===== src/rtl/dot4_pkg.sv =====
// dot4_pkg: shared sizes and lane numbering for the packed byte dot unit.
// Assumes two 16-bit halves per 32-bit word and two bytes per half.
package dot4_pkg;
    localparam int BYTE_W  = 8;
    localparam int LANES   = 4;
    localparam int WORD_W  = BYTE_W * LANES;
    localparam int ACC_W   = 32;
    localparam int NSRC    = 3;
    // Lane positions inside an assembled lane vector.
    localparam int LANE_X  = 0;
    localparam int LANE_Y  = 1;
    localparam int LANE_Z  = 2;
    localparam int LANE_W  = 3;
endpackage


===== src/rtl/dot4_half_swizzle.sv =====
// dot4_half_swizzle: builds four byte lanes from one packed word.
// The lower lane pair and the upper lane pair each take a 16-bit half
// chosen by its own select bit (0 = low half, 1 = high half).
// Assumes WORD_W is four bytes; purely combinational.
module dot4_half_swizzle #(
    parameter int BYTE_W = dot4_pkg::BYTE_W,
    parameter int LANES  = dot4_pkg::LANES,
    localparam int HALF_W = 2 * BYTE_W,
    localparam int WORD_W = BYTE_W * LANES
) (
    input  logic [WORD_W-1:0] word_in,
    input  logic              pick_lo,
    input  logic              pick_hi,
    output logic [WORD_W-1:0] lanes_out
);
    localparam int PAIRS = LANES / 2;

    logic [HALF_W-1:0] half_lo_src;
    logic [HALF_W-1:0] half_hi_src;
    logic [PAIRS-1:0]  pair_pick;

    // Choose the half feeding the x/y pair.
    always_comb half_lo_src = pick_lo ? word_in[WORD_W-1 -: HALF_W] : word_in[HALF_W-1:0];
    // Choose the half feeding the z/w pair.
    always_comb half_hi_src = pick_hi ? word_in[WORD_W-1 -: HALF_W] : word_in[HALF_W-1:0];

    assign pair_pick = {pick_hi, pick_lo};

    genvar p;
    generate
        for (p = 0; p < PAIRS; p++) begin : g_pair
            logic [HALF_W-1:0] chosen;
            // Route the selected half of this pair onto two adjacent lanes.
            always_comb begin
                chosen = (p == 0) ? half_lo_src : half_hi_src;
                lanes_out[p*HALF_W +: HALF_W] = chosen;
            end
        end
    endgenerate

    logic unused_pick;
    assign unused_pick = ^pair_pick;
endmodule


===== src/rtl/dot4_lane_mac.sv =====
// dot4_lane_mac: unsigned lane-by-lane multiply, adder tree, and addend.
// Sum wraps to ACC_W bits; no saturation. Purely combinational.
module dot4_lane_mac #(
    parameter int BYTE_W = dot4_pkg::BYTE_W,
    parameter int LANES  = dot4_pkg::LANES,
    parameter int ACC_W  = dot4_pkg::ACC_W,
    localparam int WORD_W = BYTE_W * LANES,
    localparam int PROD_W = 2 * BYTE_W
) (
    input  logic [WORD_W-1:0] lanes_a,
    input  logic [WORD_W-1:0] lanes_b,
    input  logic [ACC_W-1:0]  addend,
    output logic [ACC_W-1:0]  sum_out
);
    logic [PROD_W-1:0] prod [LANES];

    genvar k;
    generate
        for (k = 0; k < LANES; k++) begin : g_mul
            // One unsigned 8x8 multiplier per lane.
            always_comb prod[k] = lanes_a[k*BYTE_W +: BYTE_W] * lanes_b[k*BYTE_W +: BYTE_W];
        end
    endgenerate

    // Accumulate all lane products onto the addend, modulo 2^ACC_W.
    always_comb begin
        sum_out = addend;
        for (int i = 0; i < LANES; i++) begin
            sum_out = sum_out + ACC_W'(prod[i]);
        end
    end
endmodule


===== src/rtl/dot4_u8_acc.sv =====
// dot4_u8_acc: four-lane unsigned byte dot product plus 32-bit addend,
// with a per-source 16-bit half swizzle and one output register stage.
// Select bit 2 (addend) is accepted but ignored. Sync active-low reset.
module dot4_u8_acc #(
    parameter int BYTE_W = dot4_pkg::BYTE_W,
    parameter int LANES  = dot4_pkg::LANES,
    parameter int ACC_W  = dot4_pkg::ACC_W,
    parameter int NSRC   = dot4_pkg::NSRC,
    localparam int WORD_W = BYTE_W * LANES
) (
    input  logic              clk,
    input  logic              rst_n,
    input  logic              in_valid,
    input  logic [WORD_W-1:0] src_a,
    input  logic [WORD_W-1:0] src_b,
    input  logic [ACC_W-1:0]  src_c,
    input  logic [NSRC-1:0]   sel_lo,
    input  logic [NSRC-1:0]   sel_hi,
    output logic              out_valid,
    output logic [ACC_W-1:0]  result
);
    localparam int NMUL = 2;

    logic [WORD_W-1:0] mul_word  [NMUL];
    logic [WORD_W-1:0] mul_lanes [NMUL];
    logic [ACC_W-1:0]  sum_next;

    assign mul_word[0] = src_a;
    assign mul_word[1] = src_b;

    genvar s;
    generate
        for (s = 0; s < NMUL; s++) begin : g_src
            dot4_half_swizzle #(.BYTE_W(BYTE_W), .LANES(LANES)) u_swz (
                .word_in  (mul_word[s]),
                .pick_lo  (sel_lo[s]),
                .pick_hi  (sel_hi[s]),
                .lanes_out(mul_lanes[s])
            );
        end
    endgenerate

    dot4_lane_mac #(.BYTE_W(BYTE_W), .LANES(LANES), .ACC_W(ACC_W)) u_mac (
        .lanes_a(mul_lanes[0]),
        .lanes_b(mul_lanes[1]),
        .addend (src_c),
        .sum_out(sum_next)
    );

    // Output stage: valid follows input, result loads only on valid.
    always_ff @(posedge clk) begin
        if (!rst_n) begin
            out_valid <= 1'b0;
            result    <= '0;
        end else begin
            out_valid <= in_valid;
            if (in_valid) begin
                result <= sum_next;
            end
        end
    end

    // Addend select bits are intentionally ignored.
    logic unused_addend_sel;
    assign unused_addend_sel = ^{sel_lo[NSRC-1:NMUL], sel_hi[NSRC-1:NMUL]};
endmodule


===== config.mk =====
export PLATFORM = sky130hd
export DESIGN_NAME = dot4_u8_acc
export DESIGN_NICKNAME = d
export VERILOG_FILES = /design/src/rtl/dot4_pkg.sv /design/src/rtl/dot4_half_swizzle.sv /design/src/rtl/dot4_lane_mac.sv /design/src/rtl/dot4_u8_acc.sv
export SDC_FILE = /design/constraint.sdc
export NUM_CORES = 1
export LEC_CHECK = 0
export BUFFER_PORTS_ARGS = -buffer_cell sky130_fd_sc_hd__buf_4
export CORE_MARGIN = 4
export CORE_UTILIZATION = 35
export CTS_CLUSTER_SIZE = 14
export DETAILED_ROUTE_END_ITERATION = 12
export HOLD_SLACK_MARGIN = 0.02
export SLEW_MARGIN = 10
export SYNTH_ARGS = -nofsm -noshare
export SYNTH_HDL_FRONTEND = slang
export SYNTH_HIERARCHICAL = 1
export SYNTH_SLANG_ARGS = --single-unit

===== constraint.sdc =====
create_clock -name clk -period 7.7 [get_ports clk]
set_input_delay 1.54 -clock clk [delete_from_list [all_inputs] [get_ports clk]]
set_output_delay 1.54 -clock clk [all_outputs]
set_load 0.02 [all_outputs]

# ---- Yosys cells after proc, flatten, opt, wreduce, memory -nomap -nowiden
# Cells that the tools add are included.
dict set report totals {
  regBits 33
  inputBits 105
  elab_cells 14
}
dict set report classes {
  n_addsub 4
  mul 4
  n_mux 4
}
# op n
set ops {}
lappend ops {{$add A32 B16 Y32} 4}
lappend ops {{$mul A8 B8 Y16} 4}
lappend ops {{$mux W16} 4}

# ---- Logic depth before layout (Yosys ltp)
# Gate-level depths: netlist (run 1).
dict set report depth {
  ltp_word 6
  depth_mapped 31
  ltp_nobuf 28
}

# ---- Cells and area by module
# Netlist (run 1), hierarchy kept.
# mod n_inst cells_per_inst area_per_inst_um2 seq_area_each_um2
set modules_own_cells {}
lappend modules_own_cells {dot4_lane_mac 1 1106 10012.1 0.0}
lappend modules_own_cells {dot4_u8_acc 1 105 1270.0 660.6}
lappend modules_own_cells {dot4_half_swizzle 2 36 498.0 0.0}

# ---- Worst setup path before layout (run 1)
# OpenSTA, ideal clock, no wires.
dict set report synth_path {
  path_type {input to register}
  startpoint {input sel_hi[0]}
  endpoint {register result[22]}
  setup_time_ps 65
  arrival_time_ps 8063
  t_required_ps 7635
  slack_ps -428
  path_stages 27
  cell_sequence {buf_6 buf_12 mux2_4 and2_1 fa_1 inv_1 fa_1 inv_1 fa_1 inv_1 fa_1 inv_1 fa_1 fa_1 fa_1 inv_1 fa_1 inv_1 ha_1 a21o_1 a21oi_2 a211oi_2 nor3_2 o311a_4 o32ai_2 mux2i_1 nor2b_1}
}
# element line
set synth_rtl {}
lappend synth_rtl {{start: declaration} dot4_u8_acc.sv:18} ;# input logic [NSRC-1:0] sel_hi,
lappend synth_rtl {{end signal: assignment} dot4_u8_acc.sv:58} ;# result <= sum_next;
lappend synth_rtl {{end: declaration} dot4_u8_acc.sv:20} ;# output logic [ACC_W-1:0] result

==> results of run 1 <==
[metrics by stage]
| step | area (µm²) | setup slack, ns | instances |
|---|---|---|---|
| floorplan | 12400 | -0.286 | 1283 |
| finish | 15500 | -0.367 | 2007 |
| detailed placement | 14800 | -0.779 | 1986 |
| CTS | 15300 | -0.331 | 2004 |
| global route | 15500 | -0.566 | 2007 |
| global placement | 14800 | -0.756 | 1986 |
[cells in the mapped netlist, drive strengths merged]
master / count / share of area (%)
inv: 348 / 11
fa: 242 / 39
and2: 167 / 8.5
ha: 127 / 13
nand2: 105 / 3.2
mux2: 64 / 7.1
nor2b: 34 / 1.7
dfxtp: 33 / 5.4
mux2i: 32 / 2.6
a21oi: 20 / 0.91
xnor2: 16 / 1.1
buf: 15 / 1.7
o21ai: 13 / 0.56
nor2: 8 / 0.24
xor2: 8 / 0.57
clkbuf: 7 / 0.31
a31oi: 6 / 0.31
nand3: 5 / 0.20
and3: 4 / 0.20
nand4: 4 / 0.20
o2111ai: 4 / 0.29
a21o: 3 / 0.18
nand2b: 3 / 0.15
a2111oi: 2 / 0.30
a211oi: 1 / 0.10
a21boi: 1 / 0.061
a221oi: 1 / 0.071
a41oi: 1 / 0.071
and2b: 1 / 0.071
and4: 1 / 0.071
nand4b: 1 / 0.12
nor3: 1 / 0.082
o211ai: 1 / 0.061
o21a: 1 / 0.061
o21bai: 1 / 0.061
o311a: 1 / 0.17
o32ai: 1 / 0.13
[cell type report]
cell class              instances  area [µm²]
fillers                      3441       19000
clock inverters                 2        35.0
inverters                     348        1310
flip-flops and latches         33         661
multi-input cells             880       10500
well taps                     455         569
repair buffers                284        2300
clock buffers                   5         125
[flip-flops by register name, summed over array words and instances (netlist names)]
| signal | flops |
|---|---|
| result | 32 |
| out_valid | 1 |
[tightest hold or removal path, delay by kind of cell (launching register included)]
family / cells / cell delay [ns]
DFF: 1 / 0.33
muxes: 1 / 0.07
and+or+nand+nor: 1 / 0.09
[timing repair]
item                       CTS  global route
pin swaps                   31            32
setup buffers               10             5
gates cloned                 1             0
hold buffers                 0             0
setup endpoints to repair   24            25
gates resized for setup     71            41
[per-layer routing]
metal	global-route usage, %	vias to the layer above
met5	0	-
met1	22.2	4547
li1	-	4359
met2	31.5	124
met3	1.79	34
met4	3.49	0
[cell families after synthesis]
family	synth area share, %
DFF	5.38
adders and majority gates	52.4
buffers and inverters	12.7
and+or+nand+nor	14.8
muxes	9.70
xor gates and xnor gates	1.71
AOI/OAI and AO/OA	3.33
[worst min-delay path by stage]
stage	from	endpoint	slack (ns)	depth (start not counted)
finish	result[27]$_SDFFE_PN0P_	result[27]$_SDFFE_PN0P_	0.52	2
global route	result[0]$_SDFFE_PN0P_	result[0]$_SDFFE_PN0P_	0.54	2
CTS	result[27]$_SDFFE_PN0P_	result[27]$_SDFFE_PN0P_	0.53	2
detailed placement	result[17]$_SDFFE_PN0P_	result[17]$_SDFFE_PN0P_	0.51	2
global placement	result[23]$_SDFFE_PN0P_	result[23]$_SDFFE_PN0P_	0.50	2
floorplan	result[0]$_SDFFE_PN0P_	result[0]$_SDFFE_PN0P_	0.59	2
[cells in the final DEF (no fill, tap or decap), types with 5 or more instances in the layout]
cell       count
inv_1        338
buf_4        265
fa_1         236
and2_1       154
ha_1         119
nand2_1       99
mux2_4        52
nor2b_1       33
dfxtp_1       33
mux2i_1       32
and2_4        13
mux2_2        12
a21oi_1       12
xnor2_1       11
buf_6         10
inv_2         10
nor2_1         8
xor2_1         8
ha_4           7
o21ai_0        6
fa_2           6
clkbuf_16      5
buf_12         5
nand2_2        5
nand3_1        5
xnor2_2        5
==> results_dict.tcl, run 1 <==
set metrics [dict create \
    grtUsageTotal_pct 17.2 \
    crit_fanout 13 \
    crit_end "result[22]$_SDFFE_PN0P_" \
    dieArea_um2 38100 \
    tightest_slew_ns 0.561 \
    reg2regPathDepth 2 \
    min_period_ns 8.07 \
    max_freq_ghz 0.124 \
    fin_setup_tns_ns -5.56 \
    startpoint_type "input pin" \
    netlist_area_um2 12300 \
    syn_area_per_cell_um2 9.57 \
    crit_top_cell "fa_1" \
    core_um2 34500 \
    routed.top_layer "met4" \
    io_buffer_count 135 \
    rsz0062_at_grt "true" \
    wirelength_mm 32.2 \
    initial_utilization_pct 35.5 \
    endpoint_kind "flop" \
    wl_met1_mm 13.8 \
    cp_cell_sequence "buf_16, mux2_4, buf_4, buf_4, and2_1, fa_1, fa_1, fa_1, fa_2, fa_2, fa_1, fa_1, inv_1, fa_1, inv_1, ha_4, a21o_1, nand3_1, a31oi_4, nor3_2, o311a_4, o32ai_2, mux2i_1, nor2b_1" \
    chipHeight_um 195 \
    ys_ff_latch 33 \
    cts_tree "yes" \
    r2r_end "result[4]$_SDFFE_PN0P_" \
    grt_pass1_vias 10300 \
    clkLatencyLatePin_ns 0.27 \
    clk_path_buf_depth 2 \
    cts.sinks 33 \
    cp.arrival_ns 8.28 \
    fin_skew_ns 0 \
    violations "negative setup slack" \
    grt_pass1_wl_mm 53.2 \
    holdWs_ns 0.520 \
    required_ns 7.91 \
    synth_warnings 6 \
    first_pass_iters 4 \
    wl_per_cell_um 16.0 \
    cp_num_cells 24 \
    final_layout_size_suffix_gt1_share_pct 28.2 \
    syn2layout_area_growth_pct 26.4 \
    gp_congestion 0.870 \
    die_x_um 195 \
    hp-class "reg -> reg" \
    drtAntennaViolNets 0 \
    final_core_util_pct 44.9 \
    cpPeakStageDelay_ns 0.63 \
    io_pins 138 \
    setup_viol 21 \
    yosysSeqAreaShare_pct 5.38 \
    clk_pin_slew_ns 0.05 \
    antenna_found_initial 0 \
    numCtsBuffers 5 \
    ff2ff_setup_slack_ns 7.06 \
    dr_wl_met3_um 924 \
    synthCells 1283 \
    maxSlewViolCount 0 \
    crit_start "sel_lo[0]" \
    crit_type "in -> reg" \
    hpwl_mm 28.8 \
    remaining_drc_errors 0 \
    fin_ws_ns -0.367 \
    r2r-start "result[4]$_SDFFE_PN0P_" \
    post-route-period-util_pct 105 \
    cp_slowest_cell "fa_2" \
    nets 2026 \
    crit_family "adder cells" \
    antennaDiodeCount 0 \
    path_buf_inv 5 \
    status "finished, violations left" \
    vias 9064 \
    maxCapViolations 0 \
    hold_violations 0 \
    synth_nets 1757 \
    relSlewSlack_pct 62.6 \
    dr_wl_met2_mm 16.7 \
    synth.distinct_cells 46 \
    grt_max_degree 34 \
    grt_overflow_total 0 \
    clockRootBuffer "clkbuf_16" \
    placementRows 68 \
    vias_per_cell 4.52 \
    detail_route.iter0.violations 335 \
    cts.htree.levels 2 \
]
Power of run 1 is left out: the tool's default activity adds up to more than one toggle a clock period on the data nets, which glitch-free logic cannot reach.
==> inputs of run 2 (changes only) <==
==> constraint.sdc (replaced) <==
create_clock -name clk -period 10.2 [get_ports clk]
set_input_delay 0.51 -clock clk [delete_from_list [all_inputs] [get_ports clk]]
set_output_delay 0.51 -clock clk [all_outputs]
set_load 0.02 [all_outputs]
==> run 2 against run 1 <==
  * Cell area fell by 11%
  * Count of clock-buffer cells in the layout did not move
  * Sequential cell count did not move
  * Final cell count fell by 7.4%
  * Worst setup slack improved by 3.1 ns
  * Via count fell by 5.7%
  * Non-clock buffer count fell by 149
  * Die area did not move
  * Critical endpoint is now result[16]$_SDFFE_PN0P_
  * Sequential share of layout area rose by 0.53 points
  * The flow now finishes without violations
==> results_dict.tcl, run 2 (same netlist as run 1, synthesis figures left out) <==
set metrics [dict create \
    antenna_found_initial 1 \
    mostFrequentLayoutCells "inv_1, fa_1, and2_1, buf_4, ha_1" \
    crit_type "in -> reg" \
    hold_buffers 0 \
    die_x_um 195 \
    setup_viol 0 \
    clk_pin_slew_ns 0.06 \
    grt_max_degree 34 \
    startpoint_type "input pin" \
    vias 8545 \
    core_um2 34500 \
    fin_skew_ns 0 \
    hpwl_mm 27.0 \
    crit_fanout 16 \
    cts.sinks 33 \
    cts_tree "yes" \
    relSlewSlack_pct 63.1 \
    gp_congestion 0.845 \
    initial_utilization_pct 35.5 \
    hp-class "reg -> reg" \
    wl_per_cell_um 16.3 \
    antennaDiodeCount 0 \
    clk_path_buf_depth 2 \
    dieArea_um2 38100 \
    fin_setup_tns_ns 0 \
    io_pins 138 \
    maxCapViolations 0 \
    nets 1877 \
    min_period_ns 7.51 \
    placementRows 68 \
    grtUsageTotal_pct 16.3 \
    instances_no_fill 1859 \
    cts_setup_buffers 0 \
    post-route-period-util_pct 73.6 \
    grt_pass1_wl_mm 50.3 \
    cts-resized-gates 0 \
    cp.arrival_ns 7.68 \
    final_layout_size_suffix_gt1_share_pct 15.5 \
    numCtsBuffers 5 \
    endpoint_kind "flop" \
    chipHeight_um 195 \
    syn2layout_area_growth_pct 12.4 \
    top_regs "result (32), out_valid (1)" \
    tightest_slew_ns 0.553 \
    largest_register_ff_count 32 \
    final_common_cell "inv_1" \
    first_pass_iters 4 \
    reg2regPathDepth 2 \
    grt_overflow_total 0 \
    fill_cells 3541 \
    regMostFlops "result" \
    maxSlewViolCount 0 \
    vias_per_cell 4.60 \
    detail_route.iter0.violations 281 \
    max_freq_ghz 0.133 \
    hold_violations 0 \
    holdPathStages 2 \
    grt_pass1_vias 9623 \
    wirelength_mm 30.3 \
    holdWs_ns 0.520 \
    cts.htree.levels 2 \
    clockRootBuffer "clkbuf_16" \
    rsz0062_at_grt "false" \
    required_ns 10.37 \
    dpl.cell_count 1851 \
    remaining_drc_errors 0 \
    final_core_util_pct 40.0 \
    status "finished, final reports clean" \
    io_buffer_count 135 \
    drtAntennaViolNets 0 \
    clkLatencyLatePin_ns 0.27 \
]
## run 2: final timing paths
check	slack (ns)	from	endpoint
max	2.69	sel_hi[1]	result[16]$_SDFFE_PN0P_
max reg2reg	9.56	result[26]$_SDFFE_PN0P_	result[26]$_SDFFE_PN0P_
min reg2reg	0.52	result[8]$_SDFFE_PN0P_	result[8]$_SDFFE_PN0P_
min	0.52	result[8]$_SDFFE_PN0P_	result[8]$_SDFFE_PN0P_
## run 2: critical path, stage by stage
cell	delay, ns
buf_4	0.32
mux2_2	0.48
and2_1	0.21
fa_1	0.51
fa_1	0.56
inv_1	0.06
fa_1	0.44
fa_1	0.54
inv_1	0.05
fa_1	0.58
fa_1	0.43
fa_1	0.49
inv_1	0.05
fa_1	0.49
inv_1	0.05
ha_1	0.36
a21o_1	0.20
a21oi_2	0.20
a21boi_0	0.20
a41oi_1	0.42
o21ai_1	0.17
xor2_1	0.16
mux2i_1	0.14
nor2b_1	0.06
## run 2: final cells by class
type	instances	area (µm²)	area share [%]
Clock buffer	5	125	0.907
Clock inverter	3	65.1	0.471
Inverter	348	1310	9.46
Multi-Input combinational cell	880	10100	72.9
Sequential cell	33	661	4.79
Tap cell	455	569	4.12
Timing Repair Buffer	135	1010	7.34
## run 2: metrics by stage
| step | setup slack, ns | cell area (µm²) |
|---|---|---|
| floorplan | 3.10 | 12300 |
| global placement | 2.45 | 13600 |
| detailed placement | 2.40 | 13600 |
| CTS | 2.68 | 13800 |
| global route | 2.38 | 13800 |
| finish | 2.69 | 13800 |
## run 2: per-layer routing
layer / wire, µm / vias to the layer above / part of all wire (%) / global-route usage [%]
met5: 0 / - / 0 / 0
met4: 645 / 0 / 2.1 / 3.31
met3: 1080 / 34 / 3.6 / 2.07
met2: 15700 / 142 / 52 / 29.7
met1: 12900 / 4313 / 43 / 20.8
li1: - / 4056 / - / -
Power of run 2 is left out for the same reason.
